**src/rtl/fp_mant_rounder.sv**
```systemverilog
module fp_mant_rounder #(
  parameter int MANT_W = 26
) (
  input  logic              clk,
  input  logic              rst_n,
  input  logic [MANT_W+1:0] i_mant,
  input  logic              i_sticky,
  input  logic              i_sign,
  input  logic [1:0]        i_mode,
  input  logic              i_stat_clr,
  output logic [MANT_W-1:0] o_mant,
  output logic              o_carry,
  output logic              o_up,
  output logic              o_inexact,
  output logic              stat_inexact,
  output logic              stat_frac_inexact,
  output logic              stat_frac_rnd
);

  localparam logic [1:0] MODE_NEAR = 2'b00;
  localparam logic [1:0] MODE_ZERO = 2'b01;
  localparam logic [1:0] MODE_PINF = 2'b10;
  localparam logic [1:0] MODE_MINF = 2'b11;

  logic [MANT_W-1:0] kept;
  logic              guard, rbit, lost, inc;

  assign kept  = i_mant[MANT_W+1:2];
  assign guard = i_mant[1];
  assign rbit  = i_mant[0];
  assign lost  = guard | rbit | i_sticky;

  always_comb begin
    unique case (i_mode)
      MODE_NEAR: inc = guard & (rbit | i_sticky | kept[0]);
      MODE_ZERO: inc = 1'b0;
      MODE_PINF: inc = lost & ~i_sign;
      MODE_MINF: inc = lost & i_sign;
      default:   inc = 1'b0;
    endcase
  end

  assign {o_carry, o_mant} = {1'b0, kept} + {{MANT_W{1'b0}}, inc};
  assign o_up      = inc;
  assign o_inexact = lost;

  always_ff @(posedge clk) begin
    if (!rst_n || i_stat_clr) begin
      stat_inexact      <= 1'b0;
      stat_frac_inexact <= 1'b0;
      stat_frac_rnd     <= 1'b0;
    end else begin
      stat_inexact      <= stat_inexact | lost;
      stat_frac_inexact <= stat_frac_inexact | lost;
      stat_frac_rnd     <= stat_frac_rnd | inc;
    end
  end

  AST_TRUNC_PASS: assert property (@(posedge clk) disable iff (!rst_n)
    !o_up |-> (o_mant == i_mant[MANT_W+1:2]) && !o_carry);
  AST_EXACT_QUIET: assert property (@(posedge clk) disable iff (!rst_n)
    (i_mant[1:0] == 2'b00 && !i_sticky) |-> !o_up && !o_inexact);
  AST_NEAR_NEEDS_GUARD: assert property (@(posedge clk) disable iff (!rst_n)
    (i_mode == 2'b00 && !i_mant[1]) |-> !o_up);
  AST_RZ_NO_INC: assert property (@(posedge clk) disable iff (!rst_n)
    (i_mode == 2'b01) |-> !o_up);
  AST_DIR_SIGN: assert property (@(posedge clk) disable iff (!rst_n)
    ((i_mode == 2'b10 && i_sign) || (i_mode == 2'b11 && !i_sign)) |-> !o_up);
  AST_INC_VALUE: assert property (@(posedge clk) disable iff (!rst_n)
    o_up |-> ({o_carry, o_mant} == {1'b0, i_mant[MANT_W+1:2]} + 1'b1));
  AST_STAT_HOLD: assert property (@(posedge clk) disable iff (!rst_n)
    (stat_frac_rnd && !i_stat_clr) |=> stat_frac_rnd);
  AST_STAT_CLR: assert property (@(posedge clk) disable iff (!rst_n)
    i_stat_clr |=> !stat_inexact && !stat_frac_inexact && !stat_frac_rnd);

endmodule

```
**config.mk**
```make
export PLATFORM = sky130hd
export DESIGN_NAME = fp_mant_rounder
export DESIGN_NICKNAME = d
export VERILOG_FILES = /design/src/rtl/fp_mant_rounder.sv
export SDC_FILE = /design/constraint.sdc
export NUM_CORES = 1
export LEC_CHECK = 0
export BUFFER_PORTS_ARGS = -buffer_cell sky130_fd_sc_hd__buf_2
export CAP_MARGIN = 20
export CORE_MARGIN = 2
export CORE_UTILIZATION = 33
export DETAILED_ROUTE_END_ITERATION = 6
export GPL_TIMING_DRIVEN = 0
export PLACE_DENSITY = 0.78
export SETUP_SLACK_MARGIN = 0.05
export SYNTH_ARGS = -nofsm -noshare
export SYNTH_HDL_FRONTEND = slang
export SYNTH_SLANG_ARGS = --single-unit
```
**constraint.sdc**
```tcl
create_clock -name clk -period 2.4 [get_ports clk]
set_input_delay 0.48 -clock clk [delete_from_list [all_inputs] [get_ports clk]]
set_output_delay 0.48 -clock clk [all_outputs]
set_load 0.02 [all_outputs]
```
# Word-level counts from Yosys, hierarchy flattened
# Cells that the tools add are included.
[word_totals] word_cells=22 in_bits=35 regBits=3 out_inout_bits=32
[classes] add_sub_neg=1 n_eq_ne=3 mux=1 n_bitwise=11 reduce_logical=3
[ops] cell="adder 26 x 1 -> 27 bit" n=1
[ops] cell="bitwise OR 1 bit" n=7
[ops] cell="== test 2 bit (second input constant)" n=2
[ops] cell="one-hot mux 1 bit (4 select lines)" n=1
[ops] cell="bitwise AND 1 bit" n=3
[ops] cell="== test 2 x 1 -> 1 bit (second input constant)" n=1
[ops] cell="logical NOT 2 bit" n=1
[ops] cell="logical NOT 1 bit" n=1
[ops] cell="logical OR 1 bit" n=1
[ops] cell="inverter 1 bit" n=1

# Logic depth before layout (Yosys ltp)
# Gate-level depths: netlist of the first run.
[depth] depth_word=5 depth_mapped=9 depth_no_buf=9

# Least setup slack after synthesis of the first run
# OpenSTA, ideal clock, no wires.
[synth_path] kind="input-to-output" start="input i_sign" end="output o_mant[14]" setup_slack_ns=-0.708 t_arrival_ns=2.628 path_stages=9 required_time_ns=1.920 n_path_buf=0 path_cell_list="a21oi_1 o41ai_1 a21oi_1 ha_1 ha_1 nand4_4 nor4_4 nand4_1 xnor2_1"
[synth_between] elab_chain_cells=4 elab_cells_between_ends=5 classes_between="1 x add/sub; 1 x mux; 3 x bitwise"
[synth_lines] item="from (decl)" line="8" rtl="input logic i_sign,"
[synth_lines] item="inverter 1 bit" line="37" rtl="MODE_PINF: inc = lost & ~i_sign;"
[synth_lines] item="bitwise AND 1 bit" line="37"
[synth_lines] item="one-hot mux 1 bit (4 select lines) (*)" line="34" rtl="unique case (i_mode)"
[synth_lines] item="via o_up" line="13" rtl="output logic o_up,"
[synth_lines] item="adder 26 x 1 -> 27 bit (*)" line="43" rtl="assign {o_carry, o_mant} = {1'b0, kept} + {{MANT_W{1'b0}}, inc};"
[synth_lines] item="to (decl)" line="11" rtl="output logic [MANT_W-1:0] o_mant,"
# Mark *: on every way through the listed nets, which the timed path passes. The rest lies on a longest branch.

# Worst setup path after layout of the first run
[layout_path] start="input i_sign" end="output o_mant[10]"
[layout_between] elab_chain_cells=4 elab_cells_between_ends=5 classes_between="1 x add/sub; 1 x mux; 3 x bitwise"
[layout_lines] item="inverter 1 bit" line="37"
[layout_lines] item="bitwise AND 1 bit" line="37"
[layout_lines] item="one-hot mux 1 bit (4 select lines) (*)" line="34"
[layout_lines] item="adder 26 x 1 -> 27 bit (*)" line="43"
# Every way passes the cells marked *; elsewhere a longest branch is shown, timed or not.

==> reports/qor_table.md, run 1 <==
| Item | Value |
|:---|:---|
| Result of the run | complete, but fails checks |
| Failing checks | setup timing |
| Launching point of the worst reg2reg path | stat_frac_rnd |
| Total routed wirelength | 2550 um |
| Via density per instance | 5.11 |
| Worst Setup Slack, final | -0.318 ns |
| Number of sinks on the clock net | 3 |
| Library cell contributing the largest single delay on the critical path | sky130_fd_sc_hd__or3_4 |
| Number of hold-slack violations in the final timing report | 0 |
| Sequential cell area fraction in the yosys report | 0.0838 |
| Most frequently used flop master after synthesis | sky130_fd_sc_hd__dfxtp_1 |
| Maxcap violations | 0 |
| Gate Count Post-Synth | 96 |
| Number of clock buffers inserted by TritonCTS | 3 |
| Clock network power share | 0.242 |
| Overall via count from detail_route | 1,037 |
| WL per Instance | 12.5 um |
| Non-Filler Instances | 203 |
| Transition at the pin with the smallest max-transition slack | 0.423 ns |
| Total Nets Final | 215 |
| CTS Hold Bufs | 0 |
| Timing startpoint of the critical path | i_sign |
| Number of nets still failing antenna checks after routing | 0 |
| Number of design-rule violations left by the first detailed-router iteration | 8 |
| Power per standard cell area | 242 nW/um^2 |
| CTS tree | done |
| Hpwl dp | 2000 um |
| VDD IR-drop max | 0.000292 V |
| Setup violation total in the final timing report | 21 |
| Net switching share of the total power | 0.414 |
| Global-route total usage across every layer | 0.215 |
| Met2 layer usage reported by global route | 0.412 |
| Internal reg-to-reg setup slack | 1.81 ns |
| Cell family contributing the most delay on the critical path | simple AND/OR/NAND/NOR gates |
| Clock-pin slew reported for the worst setup and hold paths after clock tree synthesis | 0.04 ns |
| Unrepaired setup endpoints after global routing | true |
| Die outline height | 50.6 um |
| Routability congestion estimate | 0.719 |
| Syn. warnings | 0 |
| Mapped Avg Cell Area | 7.47 sq um |
| Critical path buffers and inverters | 3 |
| Maximum level of the CTS H-tree | 1 |
| Instance count on the critical path | 11 |
| Net switching power of the design | 0.148 mW |
| Leading area contributor after synthesis | sky130_fd_sc_hd__xnor2_1 |
| Area share of the largest cell type after synthesis | 0.183 |
| CP Data Required Time | 1.92 ns |
| Count of unique library cells instantiated by Yosys | 23 |
| Global route overflow | 0 |
| Max-slew violation count | 0 |
| Number of synthesized register bits | 3 |
| Element type at the critical path start | primary input |
| End of the worst register-to-register path | stat_frac_rnd |
| Area growth syn-to-layout | 107% |
| Global-route track usage on met1 | 0.235 |
| Die Footprint | 2560 sq um |
| Register share of total power | 0.151 |
| Ranking of synthesized cells by area | sky130_fd_sc_hd__xnor2_1, sky130_fd_sc_hd__xor2_1, sky130_fd_sc_hd__nand3_1 |
| # port buffers | 66 |
| Diode count | 0 |
| Clk Latency, worst-skew pair | 0.22 ns |
| Cells on worst reg2reg path | 1 |
| Layer with the highest usage | met2 |
| Kind of critical path | primary input to output port |
| Layout cells sized above 1 | 0.653 |
| Clock Root Buffer | sky130_fd_sc_hd__clkbuf_4 |
| Cell Count Post-Placement | 189 |
| Remaining design rule violation count | 0 |
| Internal power summed over all cells | 0.210 mW |
| Syn Nets | 134 |
| Number of enable-type register cells in the synthesized netlist | 0 |
| Cell area after technology mapping | 717 sq um |
| Num ports | 67 |
| Die boundary width | 50.6 um |
| Final clock skew | 0 ns |
| Maximum count of clock buffers along a single path | 2 |
| Worst Hold Slack | 0.460 ns |
| Critical Path AT | 2.24 ns |
| Total iterations of the first detailed-routing run | 4 |
| Fraction of power consumed by combinational cells | 0.607 |
| Pin count of the biggest net entering global routing | 8 |
| Initial antenna violation count | 0 |
| Placement row count | 16 |
| Leak pwr | 0.718 nW |
| Final critical-path required period | 2.72 ns |
| Worst Setup End Kind | output port |
| Via count of the first global-routing pass | 1,011 |
| Crit path cell chain | buf_8 -> a21oi_4 -> o41ai_2 -> a21oi_2 -> ha_2 -> ha_4 -> nand4_4 -> buf_4 -> or3_4 -> xnor2_4 -> buf_6 |
| Grt met3 use | 0.0149 |
| Asr flop ratio synth | 0 |
| Top fanout value on the critical path | 3 |
| Final standard cell utilization of the core | 0.741 |
| Part of the cycle the worst path needs | 1.13 |
| Wire length of the first global-routing pass | 4270 um |
| Worst stage delay on the critical path | 0.35 ns |
| Top achievable clock speed | 368 MHz |
| Rel. slew slack | 0.717 |
| Effective utilization at floorplan | 0.358 |
| Worst min path class | flip-flop to flip-flop |
| Capture point of the critical path | o_mant[10] |
| Core area | 2000 sq um |
registers in the layout, indices dropped and copies added (netlist names):
register	cells
stat_inexact	1
stat_frac_inexact	1
stat_frac_rnd	1
logic make-up after synthesis:
kind of cell             Yosys count  synth area share
buffers and inverters              5            0.0262
AO/OA/AOI/OAI                      7            0.0681
AND/OR/NAND/NOR                   54             0.476
XOR/XNOR                          24             0.293
flip-flops                         3            0.0838
adder cells (fa/ha/maj)            3            0.0524
repair_timing:
| action | 4_1_cts | 5_1_grt |
|---|---|---|
| gates resized for setup | 26 | 13 |
| endpoints found under the setup margin | 19 | 25 |
| pin swaps | 12 | 9 |
| gates cloned | 0 | 0 |
| setup buffers | 8 | 2 |
worst min path at each step:
stage,from,to,slack (ns),depth (start not counted)
after floorplan,stat_frac_inexact,stat_frac_inexact,0.59,1
after global placement,stat_frac_inexact,stat_frac_inexact,0.44,1
after detailed placement,stat_frac_inexact,stat_frac_inexact,0.45,1
after CTS,stat_frac_inexact,stat_frac_inexact,0.46,1
after global routing,stat_frac_inexact,stat_frac_inexact,0.49,1
final,stat_frac_inexact,stat_frac_inexact,0.46,1
Yosys cell counts (3+ instances only):
library cell,n
sky130_fd_sc_hd__inv_1,5
sky130_fd_sc_hd__nor4_1,5
sky130_fd_sc_hd__nand3_1,13
sky130_fd_sc_hd__xor2_1,9
sky130_fd_sc_hd__o21a_1,4
sky130_fd_sc_hd__nor2_1,7
sky130_fd_sc_hd__nand2_1,8
sky130_fd_sc_hd__dfxtp_1,3
sky130_fd_sc_hd__nand4_1,6
sky130_fd_sc_hd__ha_1,3
sky130_fd_sc_hd__xnor2_1,15
layer usage:
layer | share of wire | vias up
li1 | - | 512
met1 | 0.38 | 476
met2 | 0.54 | 45
met3 | 0.056 | 4
met4 | 0.015 | 0
met5 | 0 | -
stage by stage:
stage	instance area [sq um]	power, mW	setup TNS [ns]	setup slack, ns
after floorplan	868	0.160	-3.44	-0.379
after detailed placement	1230	0.246	-5.61	-0.534
after global placement	1230	0.241	-4.78	-0.503
after CTS	1420	0.354	-5.57	-0.409
final	1480	0.358	-4.05	-0.318
after global routing	1480	0.382	-5.98	-0.384
power groups by stage:
stage               Clock (mW)  Sequential, mW  Combinational, mW
finish                  0.0866          0.0542              0.218
global route            0.0955          0.0547              0.232
CTS                     0.0903          0.0543              0.210
detailed placement           0          0.0550              0.191
global placement             0          0.0548              0.187
floorplan                    0          0.0584              0.101
placed cells by master, fill, tap and decap left out, drive strengths merged, types with 5 or more instances in the layout:
cell	n
nand4	8
nand2	8
xor2	9
inv	5
nor2	7
nand3	13
buf	76
nor4	6
xnor2	15
area by class of cell:
type / instances / area, sq um
inverter: 5 / 18.8
clock buffer: 4 / 26.3
multi-input combinational: 88 / 871
tap: 27 / 33.8
timing repair buffer: 76 / 474
sequential: 3 / 60.1
fill: 156 / 518
Power figures use the tool's default switching activity.
==> inputs of run 2 (changes only) <==
--- a/config.mk
+++ b/config.mk
@@ -8,3 +8,2 @@
 export BUFFER_PORTS_ARGS = -buffer_cell sky130_fd_sc_hd__buf_2
-export CAP_MARGIN = 20
 export CORE_MARGIN = 2
--- a/constraint.sdc
+++ b/constraint.sdc
@@ -3,2 +3,2 @@
 set_output_delay 0.48 -clock clk [all_outputs]
-set_load 0.02 [all_outputs]
+set_load 0.01 [all_outputs]
==> run 2 against run 1 <==
Against the previous run:
- the run still ends with setup timing left
- die area did not move
- final area fell by 6.0%
- critical path depth did not move
- total power fell by 8.9%
- clock power rose by 9.2%
- sequential share of layout area rose by 0.26 points
- fmax rose by 2.3%
- hold slack got worse by 0.0066 ns
- critical endpoint unchanged
- highest routed layer unchanged
==> reports/qor_table.md, run 2 (same netlist as run 1, synthesis figures left out) <==
| Item | Value | Change |
|:---|:---|:---|
| Critical Path AT | 2.18 ns | -0.06 ns |
| Routability congestion estimate | 0.744 | +3.5% |
| Transition at the pin with the smallest max-transition slack | 0.564 ns | +0.141 ns |
| VDD IR-drop max | 0.000291 V | -0.24% |
| Rel. slew slack | 0.623 | -0.0939 |
| Remaining design rule violation count | 0 | unchanged |
| Worst setup slack before clock tree synthesis | -0.527 ns | +0.00745 ns |
| Leak pwr | 0.699 nW | -2.6% |
| Maxcap violations | 0 | unchanged |
| Wire length of the first global-routing pass | 3890 um | -8.9% |
| Clock Root Buffer | sky130_fd_sc_hd__clkbuf_4 |  |
| Number of hold-slack violations in the final timing report | 0 | unchanged |
| Startpoint of the worst hold path | stat_frac_inexact |  |
| Core area | 2000 sq um | unchanged |
| Total Nets Final | 212 | -1.4% |
| Launching point of the worst reg2reg path | stat_frac_rnd |  |
| Maximum level of the CTS H-tree | 1 | unchanged |
| Element type at the critical path start | primary input |  |
| Result of the run | complete, but fails checks |  |
| Die boundary width | 50.6 um | unchanged |
| CTS Hold Bufs | 0 | unchanged |
| Number of nets still failing antenna checks after routing | 0 | unchanged |
| Diode count | 0 | unchanged |
| Cell Count Post-Placement | 189 | unchanged |
| Net switching share of the total power | 0.395 | -0.0180 |
| Num ports | 67 | unchanged |
| Number of clock buffers inserted by TritonCTS | 3 | unchanged |
| Net switching power of the design | 0.129 mW | -13% |
| Worst Setup End Kind | output port |  |
| Final std cell area, no fill | 1400 sq um | -6.0% |
| Hold endpoint | stat_frac_inexact |  |
| Critical Path Most Common Cell | sky130_fd_sc_hd__ha_4 |  |
| Overall via count from detail_route | 1,028 | -0.87% |
| Internal reg-to-reg setup slack | 1.81 ns | about the same |
| CTS tree | done |  |
| Max-slew violation count | 0 | unchanged |
| Total routed wirelength | 2490 um | -2.4% |
| Number of sinks on the clock net | 3 | unchanged |
| Total iterations of the first detailed-routing run | 5 | +1 |
| Fill cells | 167 | +7.1% |
| Power per standard cell area | 234 nW/um^2 | -3.1% |
| Failing checks | setup timing |  |
| Cells on worst reg2reg path | 1 | unchanged |
| Global route overflow | 0 | unchanged |
| CP Data Required Time | 1.92 ns | about the same |
| Most common cell after layout, fill and taps aside | sky130_fd_sc_hd__buf_2 |  |
| Registers with the most flip-flops | stat_frac_inexact x1, stat_frac_rnd x1, stat_inexact x1 |  |
| Effective utilization at floorplan | 0.358 | unchanged |
| Part of the cycle the worst path needs | 1.11 | -0.0260 |
| Via count of the first global-routing pass | 952 | -5.8% |
| Crit path cell chain | buf_8 -> a21oi_4 -> o41ai_2 -> a21oi_2 -> ha_4 -> ha_4 -> nand4_4 -> buf_6 -> or3_4 -> xnor2_2 -> buf_2 |  |
| Maximum count of clock buffers along a single path | 2 | unchanged |
| Hpwl dp | 1910 um | -4.6% |
| # port buffers | 66 | unchanged |
| Final standard cell utilization of the core | 0.697 | -0.0444 |
| Top fanout value on the critical path | 6 | +3 |
| Worst Setup Slack, final | -0.256 ns | +0.0623 ns |
| Placement row count | 16 | unchanged |
| Die outline height | 50.6 um | unchanged |
| WL per Instance | 12.4 um | -0.89% |
| Clk Latency, worst-skew pair | 0.24 ns | +0.02 ns |
| Cell Area, Placed | 1170 sq um | -5.0% |
| Area growth syn-to-layout | 94.6% |  |
| Timing startpoint of the critical path | i_sign |  |
| Top achievable clock speed | 377 MHz | +2.3% |
| Register share of total power | 0.166 | +0.015 |
| Internal power summed over all cells | 0.198 mW | -6.1% |
| Commonest cells after routing, fill and taps aside | sky130_fd_sc_hd__buf_2, sky130_fd_sc_hd__nand3_1, sky130_fd_sc_hd__xnor2_1, sky130_fd_sc_hd__xor2_1 |  |
| Worst min path class | flip-flop to flip-flop |  |
| Critical path buffers and inverters | 3 | unchanged |
| Clock-pin slew reported for the worst setup and hold paths after clock tree synthesis | 0.03 ns | about the same |
| Number of design-rule violations left by the first detailed-router iteration | 10 | +2 |
| Kind of critical path | primary input to output port |  |
| Final clock skew | 0 ns | unchanged |
| Global-route total usage across every layer | 0.197 | -0.0185 |
| Worst stage delay on the critical path | 0.33 ns | -0.02 ns |
| Unrepaired setup endpoints after global routing | true |  |
| Non-Filler Instances | 200 | -1.5% |
| End of the worst register-to-register path | stat_frac_rnd |  |
| Pin count of the biggest net entering global routing | 8 | unchanged |
| Library cell contributing the largest single delay on the critical path | sky130_fd_sc_hd__or3_4 |  |
| Clock network power share | 0.290 | +0.048 |
| Setup violation total in the final timing report | 24 | +14% |
| Layout cells sized above 1 | 0.630 | -0.0234 |
| Total power of the final layout | 0.327 mW | -8.9% |
| Initial antenna violation count | 0 | unchanged |
| Number of cells traversed by the worst hold path | 1 | unchanged |
| Cell family contributing the most delay on the critical path | compound AO/OA/AOI/OAI gates |  |
| Via density per instance | 5.14 | +0.62% |
| Die Footprint | 2560 sq um | unchanged |
| Final critical-path required period | 2.66 ns | -0.0623 ns |
| Fraction of power consumed by combinational cells | 0.544 | -0.063 |
## run 2: changes by cell type in the layout (fill, tap and decap cells not counted), sizes merged
cell  delta
buf      -3
## run 2: per-stage QoR
stage	setup TNS, ns	hold slack, ns
2_1_floorplan	-1.26	0.509
3_3_place_gp	-4.38	0.445
3_5_place_dp	-4.86	0.450
4_1_cts	-4.42	0.458
5_1_grt	-5.36	0.472
6_report	-3.57	0.453
## run 2: layer usage
layer,vias up,routed length (um),GRT usage
met2,55,1290,0.353
met3,3,203,0.0387
met1,464,963,0.220
met5,-,0,0
li1,506,-,-
met4,0,34,0.0946
## run 2: worst max path at each step
stage                       endpoint  slack (ns)  depth (start not counted)
after global routing      o_mant[18]       -0.39                         12
after floorplan           o_mant[14]       -0.19                          9
after global placement    o_mant[14]       -0.49                         11
final                     o_mant[10]       -0.26                         11
after CTS                 o_mant[10]       -0.31                         11
after detailed placement  o_mant[14]       -0.53                         11
## run 2: final cells by class
type | instances | area, sq um | share of cell area
Clock buffer | 4 | 26.3 | 0.0188
Inverter | 5 | 18.8 | 0.0135
Multi-Input combinational cell | 88 | 850 | 0.609
Sequential cell | 3 | 60.1 | 0.0430
Tap cell | 27 | 33.8 | 0.0242
Timing Repair Buffer | 73 | 407 | 0.291
## run 2: power groups by stage
stage | Sequential (mW) | Clock (mW) | Combinational (mW)
floorplan | 0.0563 | 0 | 0.0732
global placement | 0.0548 | 0 | 0.155
detailed placement | 0.0550 | 0 | 0.159
CTS | 0.0543 | 0.0959 | 0.170
global route | 0.0545 | 0.102 | 0.192
finish | 0.0542 | 0.0946 | 0.178
## run 2: timing repair
item / in CTS / in global routing
resized for setup: 9 / 18
setup buffers: 7 / 0
endpoints found under the setup margin: 20 / 25
pin swaps: 10 / 13
